$ cat src/rtl/vcfm_pkg.sv
package vcfm_pkg;
  typedef enum logic [1:0] {
    EVT_FS    = 2'd0,
    EVT_FE    = 2'd1,
    EVT_LONG  = 2'd2,
    EVT_SHORT = 2'd3
  } evt_kind_e;
endpackage

$ cat src/rtl/vcfm_channel.sv
module vcfm_channel
  import vcfm_pkg::*;
#(
  parameter int DT_W   = 6,
  parameter int WC_W   = 16,
  parameter int LINE_W = 16
) (
  input  logic              clk,
  input  logic              rst,
  input  logic              hit,
  input  evt_kind_e         kind,
  input  logic [DT_W-1:0]   dt,
  input  logic [WC_W-1:0]   wc,
  input  logic              crc_err,
  output logic              sync_err_o,
  output logic              data_err_o,
  output logic              frame_rcvd_o,
  output logic [LINE_W-1:0] line_o,
  output logic [WC_W-1:0]   bytes_o,
  output logic [DT_W-1:0]   dt_o
);
  logic frame_open_q;
  logic crc_seen_q;

  always_ff @(posedge clk) begin
    if (rst) begin
      frame_open_q <= 1'b0;
      crc_seen_q   <= 1'b0;
      sync_err_o   <= 1'b0;
      data_err_o   <= 1'b0;
      frame_rcvd_o <= 1'b0;
      line_o       <= '0;
      bytes_o      <= '0;
      dt_o         <= '0;
    end else begin
      sync_err_o   <= 1'b0;
      data_err_o   <= 1'b0;
      frame_rcvd_o <= 1'b0;
      if (hit) begin
        dt_o <= dt;
        case (kind)
          EVT_FS: begin
            sync_err_o   <= frame_open_q;
            frame_open_q <= 1'b1;
            crc_seen_q   <= 1'b0;
            line_o       <= '0;
          end
          EVT_FE: begin
            sync_err_o   <= ~frame_open_q;
            data_err_o   <= frame_open_q & crc_seen_q;
            frame_rcvd_o <= 1'b1;
            frame_open_q <= 1'b0;
            crc_seen_q   <= 1'b0;
          end
          EVT_LONG: begin
            line_o  <= line_o + LINE_W'(1);
            bytes_o <= wc;
            if (frame_open_q && crc_err) crc_seen_q <= 1'b1;
          end
          default: ;
        endcase
      end
    end
  end
endmodule

$ cat src/rtl/vcfm_info_mux.sv
module vcfm_info_mux #(
  parameter int NUM_VC = 4,
  parameter int DT_W   = 6,
  parameter int WC_W   = 16,
  parameter int LINE_W = 16,
  parameter int INFO_W = 32,
  localparam int VC_W    = $clog2(NUM_VC),
  localparam int INFO1_W = LINE_W + WC_W
) (
  input  logic                          clk,
  input  logic                          rst,
  input  logic [VC_W-1:0]               rd_sel,
  input  logic [NUM_VC-1:0][LINE_W-1:0] line_all,
  input  logic [NUM_VC-1:0][WC_W-1:0]   bytes_all,
  input  logic [NUM_VC-1:0][DT_W-1:0]   dt_all,
  output logic [INFO1_W-1:0]            info1,
  output logic [INFO_W-1:0]             info2
);
  localparam int PAD_W = INFO_W - DT_W;

  always_ff @(posedge clk) begin
    if (rst) begin
      info1 <= '0;
      info2 <= '0;
    end else begin
      info1 <= {line_all[rd_sel], bytes_all[rd_sel]};
      info2 <= {{PAD_W{1'b0}}, dt_all[rd_sel]};
    end
  end
endmodule

$ cat src/rtl/vc_frame_monitor.sv
module vc_frame_monitor
  import vcfm_pkg::*;
#(
  parameter int NUM_VC = 4,
  parameter int DT_W   = 6,
  parameter int WC_W   = 16,
  parameter int LINE_W = 16,
  parameter int INFO_W = 32,
  localparam int VC_W    = $clog2(NUM_VC),
  localparam int INFO1_W = LINE_W + WC_W
) (
  input  logic               clk,
  input  logic               rst,
  input  logic [NUM_VC-1:0]  vc_enable,
  input  logic               evt_valid,
  input  logic [1:0]         evt_kind,
  input  logic [VC_W-1:0]    evt_vc,
  input  logic [DT_W-1:0]    evt_dt,
  input  logic [WC_W-1:0]    evt_wc,
  input  logic               evt_crc_err,
  input  logic [VC_W-1:0]    rd_vc,
  output logic [NUM_VC-1:0]  sync_err,
  output logic [NUM_VC-1:0]  data_err,
  output logic [NUM_VC-1:0]  frame_rcvd,
  output logic [INFO1_W-1:0] rd_info1,
  output logic [INFO_W-1:0]  rd_info2
);
  logic [NUM_VC-1:0]             hit;
  logic [NUM_VC-1:0][LINE_W-1:0] line_all;
  logic [NUM_VC-1:0][WC_W-1:0]   bytes_all;
  logic [NUM_VC-1:0][DT_W-1:0]   dt_all;
  evt_kind_e                     kind;

  assign kind = evt_kind_e'(evt_kind);

  for (genvar v = 0; v < NUM_VC; v++) begin : g_ch
    assign hit[v] = evt_valid && vc_enable[v] && (evt_vc == VC_W'(v));

    vcfm_channel #(
      .DT_W  (DT_W),
      .WC_W  (WC_W),
      .LINE_W(LINE_W)
    ) ch_i (
      .clk         (clk),
      .rst         (rst),
      .hit         (hit[v]),
      .kind        (kind),
      .dt          (evt_dt),
      .wc          (evt_wc),
      .crc_err     (evt_crc_err),
      .sync_err_o  (sync_err[v]),
      .data_err_o  (data_err[v]),
      .frame_rcvd_o(frame_rcvd[v]),
      .line_o      (line_all[v]),
      .bytes_o     (bytes_all[v]),
      .dt_o        (dt_all[v])
    );
  end

  vcfm_info_mux #(
    .NUM_VC(NUM_VC),
    .DT_W  (DT_W),
    .WC_W  (WC_W),
    .LINE_W(LINE_W),
    .INFO_W(INFO_W)
  ) mux_i (
    .clk      (clk),
    .rst      (rst),
    .rd_sel   (rd_vc),
    .line_all (line_all),
    .bytes_all(bytes_all),
    .dt_all   (dt_all),
    .info1    (rd_info1),
    .info2    (rd_info2)
  );
endmodule

$ cat config.mk
export PLATFORM = sky130hd
export DESIGN_NAME = vc_frame_monitor
export DESIGN_NICKNAME = d
export VERILOG_FILES = /design/src/rtl/vcfm_pkg.sv /design/src/rtl/vcfm_channel.sv /design/src/rtl/vcfm_info_mux.sv /design/src/rtl/vc_frame_monitor.sv
export SDC_FILE = /design/constraint.sdc
export NUM_CORES = 1
export LEC_CHECK = 0
export ABC_AREA = 1
export BUFFER_PORTS_ARGS = -buffer_cell sky130_fd_sc_hd__buf_4
export CAP_MARGIN = 20
export CORE_MARGIN = 5
export CORE_UTILIZATION = 45
export DETAILED_ROUTE_END_ITERATION = 10
export GPL_TIMING_DRIVEN = 0
export SETUP_SLACK_MARGIN = 0.02
export SYNTH_ARGS = -nofsm -noshare
export SYNTH_HDL_FRONTEND = slang
export SYNTH_SLANG_ARGS = --single-unit
$ cat constraint.sdc
create_clock -name clk -period 3.63 [get_ports clk]
set_input_delay 0.5445 -clock clk [delete_from_list [all_inputs] [get_ports clk]]
set_output_delay 0.5445 -clock clk [all_outputs]
set_load 0.05 [all_outputs]
# ---- Yosys cells after proc, flatten, opt, wreduce, memory -nomap -nowiden
# Index checks and enable logic that the tools add are counted.
dict set report word_totals {
  register_bits 236
  inputBits 36
  output_inout_bits 76
  elab_cells 128
}
dict set report classes {
  add_sub_neg 4
  n_lt_le_gt_ge 1
  eq_ne 9
  muxes 24
  bitwise 13
  reduce_logical 42
}
# cell count
set op_table {}
lappend op_table {{case mux 16 bit (2 select lines)} 4}
lappend op_table {{adder 16 x 1 -> 16 bit, second input constant} 4}
lappend op_table {{binary-select mux 16 bit (select 2 bit)} 2}
lappend op_table {{two-way mux 16 bit} 2}
lappend op_table {{AND reduction 2 bit} 12}
lappend op_table {{case mux 1 bit (2 select lines)} 9}
lappend op_table {{binary-select mux 6 bit (select 2 bit)} 1}
lappend op_table {{logical AND 1 bit} 12}
lappend op_table {{AND reduction 3 bit} 4}
lappend op_table {{OR reduction 3 bit} 4}
lappend op_table {{OR reduction 2 bit} 5}
lappend op_table {{NOT 1 bit} 9}
lappend op_table {{inequality test 2 x 1 -> 1 bit, second input constant} 4}
lappend op_table {{== test 2 bit, second input constant} 3}
lappend op_table {{two-way mux 6 bit} 1}
lappend op_table {{nonzero test 2 bit} 3}
lappend op_table {{two-way mux 1 bit} 5}
lappend op_table {{AND 1 bit} 4}
lappend op_table {{== test 2 x 1 -> 1 bit, second input constant} 2}
lappend op_table {{logical NOT 2 bit} 2}
lappend op_table {{less-than comparator 2 x 3 -> 1 bit, second input constant} 1}

# ---- Depth between registers and ports, before layout
dict set report depth {
  word_depth 4
  ltp_mapped 10
  depth_no_buf 10
}

# ---- Modules after synthesis
# From an unflattened synthesis, not the netlist that was laid out.
dict set report unflattened {
  cells_unflattened 1488
  hier_area_um2 10159.7
}
# mod n_inst cells_per_inst area_each_um2 seq_area_each_um2
set modules_own_cells {}
lappend modules_own_cells {{vcfm_channel at g_ch[0].ch_i ...} 3 240 1799.2 860.8}
lappend modules_own_cells {vcfm_info_mux 1 514 2849.0 760.7}
lappend modules_own_cells {{vcfm_channel at g_ch[1].ch_i} 1 241 1864.3 860.8}
lappend modules_own_cells {vc_frame_monitor 1 13 48.8 0.0}

# ---- Least setup slack after synthesis
# OpenSTA, ideal clock, no wires.
dict set report synth_timing {
  path_type {input to register}
  startpoint {in evt_valid}
  endpoint {reg g_ch[2].ch_i.bytes_o[10]}
  setup_time_ns 0.116
  arrival_time_ns 1.452
  t_required_ns 3.514
  setup_slack_ns 2.062
  stages 9
  n_path_buf 2
  cell_sequence {inv_2 nor2_1 nand3_2 nor2_2 buf_4 inv_2 buf_6 nor2_1 nor2_1}
}
dict set report synth_via {
  elab_chain_len 3
}
# item line_no
set synth_lines {}
lappend synth_lines {{start: declaration} vc_frame_monitor.sv:15} ;# input logic evt_valid,
lappend synth_lines {{logical AND 1 bit (2 in series)} vc_frame_monitor.sv:37} ;# assign hit[v] = evt_valid && vc_enable[v] && (evt_vc == VC_W'(v));
lappend synth_lines {{AND reduction 2 bit (no source line)} -}
lappend synth_lines {{end signal: assignment} vcfm_channel.sv:57} ;# bytes_o <= wc;
lappend synth_lines {{end: declaration} vcfm_channel.sv:19} ;# output logic [WC_W-1:0] bytes_o,
# No other way between the ends.
# A chain may end at the register's enable or synchronous reset.

# ---- Worst setup path in the final report
dict set report layout_timing {
  startpoint {in rst}
  endpoint {reg mux_i.info1[31]}
}
# item line_no
set layout_lines {}
lappend layout_lines {{start: declaration} vc_frame_monitor.sv:13} ;# input logic rst,
lappend layout_lines {{end signal: assignment} vcfm_info_mux.sv:26} ;# info1 <= {line_all[rd_sel], bytes_all[rd_sel]};
lappend layout_lines {{end: declaration} vcfm_info_mux.sv:16} ;# output logic [INFO1_W-1:0] info1,
# No word-level cell between the ends.

==> results.txt <==
Synth top area share = 45.6%
wire length per cell = 16.4 um
ys async rst share = 0%
Crit-path slowest cell = clkbuf_1
gpl congestion = 0.899
vias = 8777
# IOs = 112
Max FO, Critical Path = 10
CP top delay family = buffers and inverters
fill count = 2033
vias in the first global route = 8078
routed length on met1 = 13200 um
outcome = completed
final setup fails = 0
global-route wire length before repair = 43700 um
hold slack = 290 ps
WL met3 = 1970 um
clock transition at the registers of the reported paths = 50 ps
CTS tree = built
Hold Path Class = input port to register
Post-Synth Simple-Gate Area = 21.3%
synthesized flop and latch total = 210
share of cells above drive strength 1 = 13.6%
drt pass-1 iters = 5
Die Y = 153 um
initial antenna violation count = 0
row count = 52
CP bufs+invs = 3
post-CTS setup buffers = 0
Post-Syn Instances = 1286
Die ar. = 0.0234 sq mm
CTS buffer count = 24
synthesized area = 0.00922 sq mm
CTS Sinks = 210
main combinational cell family by area after synthesis = simple AND/OR/NAND/NOR gates
Seq/Total Area, Yosys = 45.6%
CTS hold repair buffers = 0
post-route ant nets = 0
Die Wd = 153 um
Slew Limit Fails = 0
DR WL met2 = 11800 um
Post-DP HPWL = 20100 um
Max VDD drop = 0.285 mV
Leakage = 4.50 nW
Critical Path End Type = register
DR iter-0 viols = 859
post-synthesis xor/xnor area fraction = 0.190%
total wire length = 27800 um
Worst Setup Start Kind = input port
top layer used by detailed routing = met4
crit path cell chain = clkbuf_1 > clkbuf_1 > clkbuf_1 > a21oi_1
total of max-cap violations = 0
Antenna diodes = 0
Setup Crit Path Kind = input port to register
Mean Syn Cell Area = 7.17 sq um
achievable frequency = 501 MHz
Hold Fails Final Rpt = 0
post-CTS sizing = 0
Clock Path Buffers = 3
Post-Synth Adder-Cell Area = 0.543%
P&R area growth vs syn = 19.3%
Critical Path RT = 3980 ps
Synthesis Warnings = 0
WP data arrival = 2340 ps
Tot GR Track Use = 22.9%
Slew headroom = 37.6%
Core ar. = 0.0202 sq mm
P per Cell Area = 465 mW/mm^2
PortBufs = 82
Clk Latency, worst-skew pair = 510 ps
Synth area leaders = dfxtp_1, a21oi_1, nand2_1
Compound-Gate Fraction of Synth Area = 20.6%
count of flip-flops with a built-in enable after synthesis = 0
ratio of final minimum period to clock period = 55.0%
post-route setup TNS = 0 ps
Synth area leader = dfxtp_1
top_reg_cell synth = dfxtp_1
Final Critical Period = 2000 ps
# nets final = 1459
Final Skew = 8.74 ps
Slew @ Worst Pin = 936 ps
DRC = 0
Initial Util = 45.6%
root buffer cell = clkbuf_16
mux contribution to synthesized area = 0%
Avg Vias per Cell = 5.16
reg2reg setup slack = 2010 ps
crit-path most repeated cell = clkbuf_1
Distinct cells, synth = 39
CP max stage delay = 630 ps
unrepaired setup endpoints after global routing = no
H-tree Lvls = 1
GR Overflow Total = 0
largest net degree at the start of global routing = 13
## cells in the mapped netlist (all sizes together) (7+ instances only)
cell type / n
a21oi: 186
and3: 7
buf: 56
clkbuf: 41
dfxtp: 210
inv: 141
nand2: 199
nand3: 60
nand4: 7
nor2: 167
nor3: 17
o211ai: 21
o21ai: 148
## stage by stage
step | total power, mW | std cells | worst slack (ps) | area [sq um] | utilization, %
2_1_floorplan | 2.74 | 1311 | 2060 | 9310 | -
3_3_place_gp | 2.90 | 1663 | 1180 | 10300 | 50.7
3_5_place_dp | 2.90 | 1663 | 1190 | 10300 | 50.7
4_1_cts | 5.16 | 1701 | 1710 | 11000 | 54.4
5_1_grt | 5.29 | 1701 | 1640 | 11000 | 54.4
6_report | 5.12 | 1701 | 1630 | 11000 | 54.4
## path summary, 6_finish.rpt
kind,startpoint,end,cells past startpoint
min reg2reg,g_ch[3].ch_i.dt_o[3]$_SDFFE_PP0P_,g_ch[3].ch_i.dt_o[3]$_SDFFE_PP0P_,2
min,evt_wc[10],g_ch[2].ch_i.bytes_o[10]$_SDFFE_PP0P_,3
max reg2reg,g_ch[0].ch_i.line_o[1]$_SDFFE_PP0P_,g_ch[0].ch_i.line_o[10]$_SDFFE_PP0P_,8
max,rst,mux_i.info1[31]$_SDFF_PP0_,4
## final cells by class
type	count	area, sq um	area share (%)
well taps	270	338	3.07
multi-input cells	862	4030	36.6
clock buffers	33	706	6.41
inverters	142	533	4.85
flip-flops and latches	210	4200	38.2
clock inverters	5	28.8	0.262
repair buffers	82	616	5.60
plain buffers	97	549	4.99
## per-layer routing
| layer | up-vias | track usage (%) |
|---|---|---|
| met3 | 63 | 3.39 |
| met4 | 0 | 7.30 |
| li1 | 4408 | - |
| met5 | - | 0 |
| met2 | 336 | 34.7 |
| met1 | 3970 | 33.6 |
## state kept, by name, indices dropped and copies added, names as in the netlist
signal,flops
g_ch.ch_i.frame_rcvd_o,4
g_ch.ch_i.crc_seen_q,4
mux_i.info1,32
g_ch.ch_i.frame_open_q,4
g_ch.ch_i.bytes_o,64
mux_i.info2,6
g_ch.ch_i.sync_err_o,4
g_ch.ch_i.line_o,64
g_ch.ch_i.dt_o,24
g_ch.ch_i.data_err_o,4
## worst reg2reg max path, delay by kind of cell (launching register included)
| kind | cells | cell delay, ps |
|---|---|---|
| and+or+nand+nor | 6 | 750 |
| AOI/OAI and AO/OA | 1 | 190 |
| DFF | 1 | 380 |
| adders and majority gates | 1 | 190 |
## logic make-up (layout without fill, tap and decap cells)
kind of cell	after synthesis	count (layout)
other cells	1	26
compound gates	364	364
simple gates	466	466
fa+ha+maj	4	4
xor+xnor	2	2
flops	210	210
buf+inv	239	359
## power breakdown
group | switching (mW) | internal, mW | total, mW
Sequential | 0.0133 | 2.35 | 2.36
Clock | 0.917 | 1.34 | 2.26
Combinational | 0.365 | 0.136 | 0.502
## placed cells by master (no fill, tap or decap), types with 3 or more instances in the layout
master and instances:
nand3_1 58, buf_4 123, inv_1 130, nor2_1 160, nand2_1 196, clkbuf_1 43, nor3b_1 3, nand4_1 7
buf_1 6, clkinv_2 4, conb_1 26, inv_2 11, buf_2 6, and3_1 7, buf_6 3, dfxtp_1 210
o21ai_0 146, o211ai_1 21, nor3_1 16, a21oi_1 186, ha_1 4, nor2_2 5, a211oi_1 4, clkbuf_16 25
clkbuf_8 5
Power figures use the tool's default switching activity.
